<file path="src/rtl/uart_parity_unit.sv">
module uart_parity_unit (
  input  logic       clk,
  input  logic       rst,
  input  logic       par_en,
  input  logic       even_sel,
  input  logic       stick_sel,
  input  logic [1:0] char_len,
  input  logic [7:0] tx_data,
  output logic       tx_par_bit,
  output logic       tx_par_send,
  input  logic [7:0] rx_data,
  input  logic       rx_par_bit,
  input  logic       rx_valid,
  output logic       par_err
);
  localparam int DATA_W = 8;

  logic [DATA_W-1:0] len_mask;
  logic              tx_xor, rx_xor;
  logic              tx_expect, rx_expect;

  assign len_mask = {DATA_W{1'b1}} >> (2'd3 - char_len);

  assign tx_xor = ^(tx_data & len_mask);
  assign rx_xor = ^(rx_data & len_mask);

  assign tx_expect = stick_sel ? ~even_sel : (even_sel ? tx_xor : ~tx_xor);
  assign rx_expect = stick_sel ? ~even_sel : (even_sel ? rx_xor : ~rx_xor);

  assign tx_par_send = par_en;
  assign tx_par_bit  = par_en & tx_expect;

  always_ff @(posedge clk) begin
    if (rst) par_err <= 1'b0;
    else     par_err <= rx_valid & par_en & (rx_par_bit ^ rx_expect);
  end
endmodule


</file>
<file path="config.mk">
export PLATFORM = sky130hd
export DESIGN_NAME = uart_parity_unit
export DESIGN_NICKNAME = d
export VERILOG_FILES = /design/src/rtl/uart_parity_unit.sv
export SDC_FILE = /design/constraint.sdc
export NUM_CORES = 1
export LEC_CHECK = 0
export BUFFER_PORTS_ARGS = -buffer_cell sky130_fd_sc_hd__buf_2
export CORE_AREA = 2 2 39 41
export DETAILED_ROUTE_END_ITERATION = 8
export DIE_AREA = 0 0 41 43
export GPL_ROUTABILITY_DRIVEN = 0
export PLACE_DENSITY = 0.55
export SLEW_MARGIN = 10
export SYNTH_ARGS = -nofsm -noshare
export SYNTH_HDL_FRONTEND = slang
export SYNTH_SLANG_ARGS = --single-unit
</file>
<file path="constraint.sdc">
create_clock -name clk -period 5.9 [get_ports clk]
set_clock_uncertainty 0.2 [all_clocks]
set_input_delay 1.18 -clock clk [delete_from_list [all_inputs] [get_ports clk]]
set_output_delay 1.18 -clock clk [all_outputs]
set_load 0.1 [all_outputs]
</file>
==> results.sh <==
export IMPL_timing_critical_path_fanout_max=5
export IMPL_critical_path_arrival_ns=2.82
export IMPL_register_containing_the_most_flip_flops_in_the_final_layout="par_err"
export IMPL_critical_path_top_delay_family="simple AND/OR/NAND/NOR gates"
export IMPL_numPlacedInstances=82
export IMPL_synth_xor_area_share_pct=33.7
export IMPL_yosysTopAreaCellShare_pct=13.2
export IMPL_critPathLaunchType="input port"
export IMPL_synth_largest_area_cell="sky130_fd_sc_hd__xnor3_1"
export IMPL_setup_slack_ns=1.70
export IMPL_critical_path_top_cell_by_count="sky130_fd_sc_hd__buf_2"
export IMPL_vias=382
export IMPL_cts_repair_timing_setup_buffer_count=0
export IMPL_critical_path_buf_inv_count=2
export IMPL_drt_drc_violations_left=0
export IMPL_cell_with_the_largest_stage_delay_on_the_worst_path="sky130_fd_sc_hd__or4bb_1"
export IMPL_vias_per_cell=4.66
export IMPL_initial_antenna_violation_count=0
export IMPL_cap_viol_max_count=0
export IMPL_final_critical_delay_including_setup_and_external_delays_ns=4.20
export IMPL_wl_per_cell_um=8.50
export IMPL_num_fill_cells=150
export IMPL_first_drt_iteration_drcs=0
export IMPL_coreArea_mm2=0.00138
export IMPL_clk_transition_reported_paths_ns=0
export IMPL_wirelength_um=697
export IMPL_globalRouteTotalUtil_pct=8.41
export IMPL_grt_first_pass_wirelength_um=1150
export IMPL_antenna_cells_inserted=0
export IMPL_synth_compound_area_share_pct=17.9
export IMPL_final_setup_tns_ns=0
export IMPL_layout_nets=93
export IMPL_synth_enable_flop_cells=0
export IMPL_dominantRegCellSynth="sky130_fd_sc_hd__dfxtp_1"
export IMPL_drt_pre_antenna_iters=1
export IMPL_cts_hold_repair_buffers=0
export IMPL_synth_cell_area_um2=342
export IMPL_holdPathEnd="par_err"
export IMPL_synth_distinct_cells=22
export IMPL_dieArea_mm2=0.00176
export IMPL_run_status="completed"
export IMPL_dp_final_hpwl_um=636
export IMPL_hp_start="rst"
export IMPL_synth_simple_area_share_pct=38.1
export IMPL_post_synth_main_area_contributors="sky130_fd_sc_hd__xnor3_1 (13%), sky130_fd_sc_hd__xnor2_1 (10%), sky130_fd_sc_hd__xor2_1 (10%)"
export IMPL_slew_headroom_pct=67.9
export IMPL_maxSlewViolCount=0
export IMPL_max_vdd_ir_drop_mv=0.0250
export IMPL_placement_io_buffers=27
export IMPL_crit_path_start="tx_data[6]"
export IMPL_post_route_period_util_pct=71.1
export IMPL_grt_start_max_net_pins=8
export IMPL_synthesis_yosys_warnings=0
export IMPL_grt_setup_unrepaired="no"
export IMPL_power_leakage_nw=0.266
export IMPL_synthesis_instances=40
export IMPL_io_pins=28
export IMPL_max_clock_freq_ghz=0.238
export IMPL_first_global_vias=318
export IMPL_holdPathStages=2
export IMPL_cts_repair_resize_count=0
export IMPL_cp_data_required_time_ns=4.52
export IMPL_setup_violations=0
export IMPL_main_combinational_cell_family_by_area_after_synthesis="simple AND/OR/NAND/NOR gates"
export IMPL_critPathMaxStageDelay_ns=0.49
export IMPL_initial_core_util_pct=24.7
export IMPL_fp_dieW_um=41
export IMPL_synth_yosys_seq_area_share_pct=5.86
export IMPL_critPathCaptureType="output port"
export IMPL_placement_setup_worst_slack_ns=1.70
export IMPL_synth_area_per_cell_um2=8.54
export IMPL_synth_async_sr_flop_share_pct=0
export IMPL_chipHeight_um=43
export IMPL_num_rows=14
export IMPL_synth_fp_nets=65
export IMPL_stdcell_count=82
export IMPL_drive_gt1_share_pct=47.0
export IMPL_grt_overflow_total=0
export IMPL_timing_critical_path_cells="buf_2, or4bb_1, o2111ai_1, o211a_1, nor3_1, and3b_1, buf_2"
export IMPL_final_hold_violation_count=0
export IMPL_area_delta_synth_final_pct=43.2
export IMPL_most_frequent_cells_after_synthesis="sky130_fd_sc_hd__nand2_1 (4), sky130_fd_sc_hd__xnor2_1 (4), sky130_fd_sc_hd__xor2_1 (4)"
export IMPL_holdCritPathClass="input port to flip-flop"
export IMPL_number_of_synthesized_register_bits=1
export IMPL_fraction_of_synthesized_area_in_multiplexers_pct=0
export IMPL_post_drt_antenna_nets=0
export IMPL_biggestRegsByFlops="par_err (1)"
export IMPL_critical_path_class="input port to output port"
export IMPL_areal_power_density_over_the_cells_mw_per_mm2=112
export IMPL_largest_reg_flops=1
export IMPL_timing_worst_slew_pin_value_ns=0.484
export IMPL_synthAdderAreaFrac_pct=0
layer usage:
metal | global-route usage [%] | up-vias | wire (um)
li1 | - | 205 | -
met1 | 10.8 | 160 | 302
met2 | 15.3 | 17 | 299
met3 | 0.524 | 0 | 96
met4 | 0 | 0 | 0
met5 | 0 | - | 0
power by group:
part,switching [mW],internal [mW]
sequential,0.0000608,0.00724
clock,0,0
combinational,0.0261,0.0214
total,0.0261,0.0286
logic make-up after synthesis:
kind of cell / after synthesis
AO/OA/AOI/OAI: 8
XOR/XNOR: 10
buffers and inverters: 3
flip-flops: 1
AND/OR/NAND/NOR: 18
metrics by stage:
stage               cell area [um2]  util [%]  hold slack, ns  power [mW]
floorplan                       342         -            1.06      0.0412
global placement                489      35.4            1.15      0.0546
detailed placement              489      35.4            1.15      0.0551
CTS                             489      35.4            1.15      0.0553
global route                    489      35.4            1.15      0.0602
finish                          489      35.4            1.15      0.0548
how the worst max path moves through the flow:
| stage | endpoint | slack (ns) | cells past startpoint |
|---|---|---|---|
| CTS | tx_par_bit | 1.69 | 7 |
| global placement | tx_par_bit | 1.71 | 7 |
| finish | tx_par_bit | 1.70 | 7 |
| detailed placement | tx_par_bit | 1.70 | 7 |
| floorplan | tx_par_bit | 1.62 | 5 |
| global route | tx_par_bit | 1.55 | 7 |
placed cells by master, fill, tap and decap left out, types with 2 or more instances in the layout:
cell / Yosys / final
sky130_fd_sc_hd__buf_2: 0 / 27
sky130_fd_sc_hd__nand2_1: 4 / 4
sky130_fd_sc_hd__xor2_1: 4 / 4
sky130_fd_sc_hd__xnor2_1: 4 / 4
sky130_fd_sc_hd__and2b_2: 3 / 3
sky130_fd_sc_hd__nor4_1: 3 / 3
sky130_fd_sc_hd__inv_1: 2 / 2
sky130_fd_sc_hd__or4bb_1: 2 / 2
sky130_fd_sc_hd__xnor3_1: 2 / 2
sky130_fd_sc_hd__o21ai_0: 2 / 2
sky130_fd_sc_hd__and3b_1: 2 / 2
final cells by class:
type	count	area (um2)	area share, %
Multi-Input combinational cell	36	307	62.7
Sequential cell	1	20.0	4.09
Inverter	2	7.51	1.53
Tap cell	16	20.0	4.09
Timing Repair Buffer	27	135	27.6
Note: power is estimated with default switching activity, not from simulation.
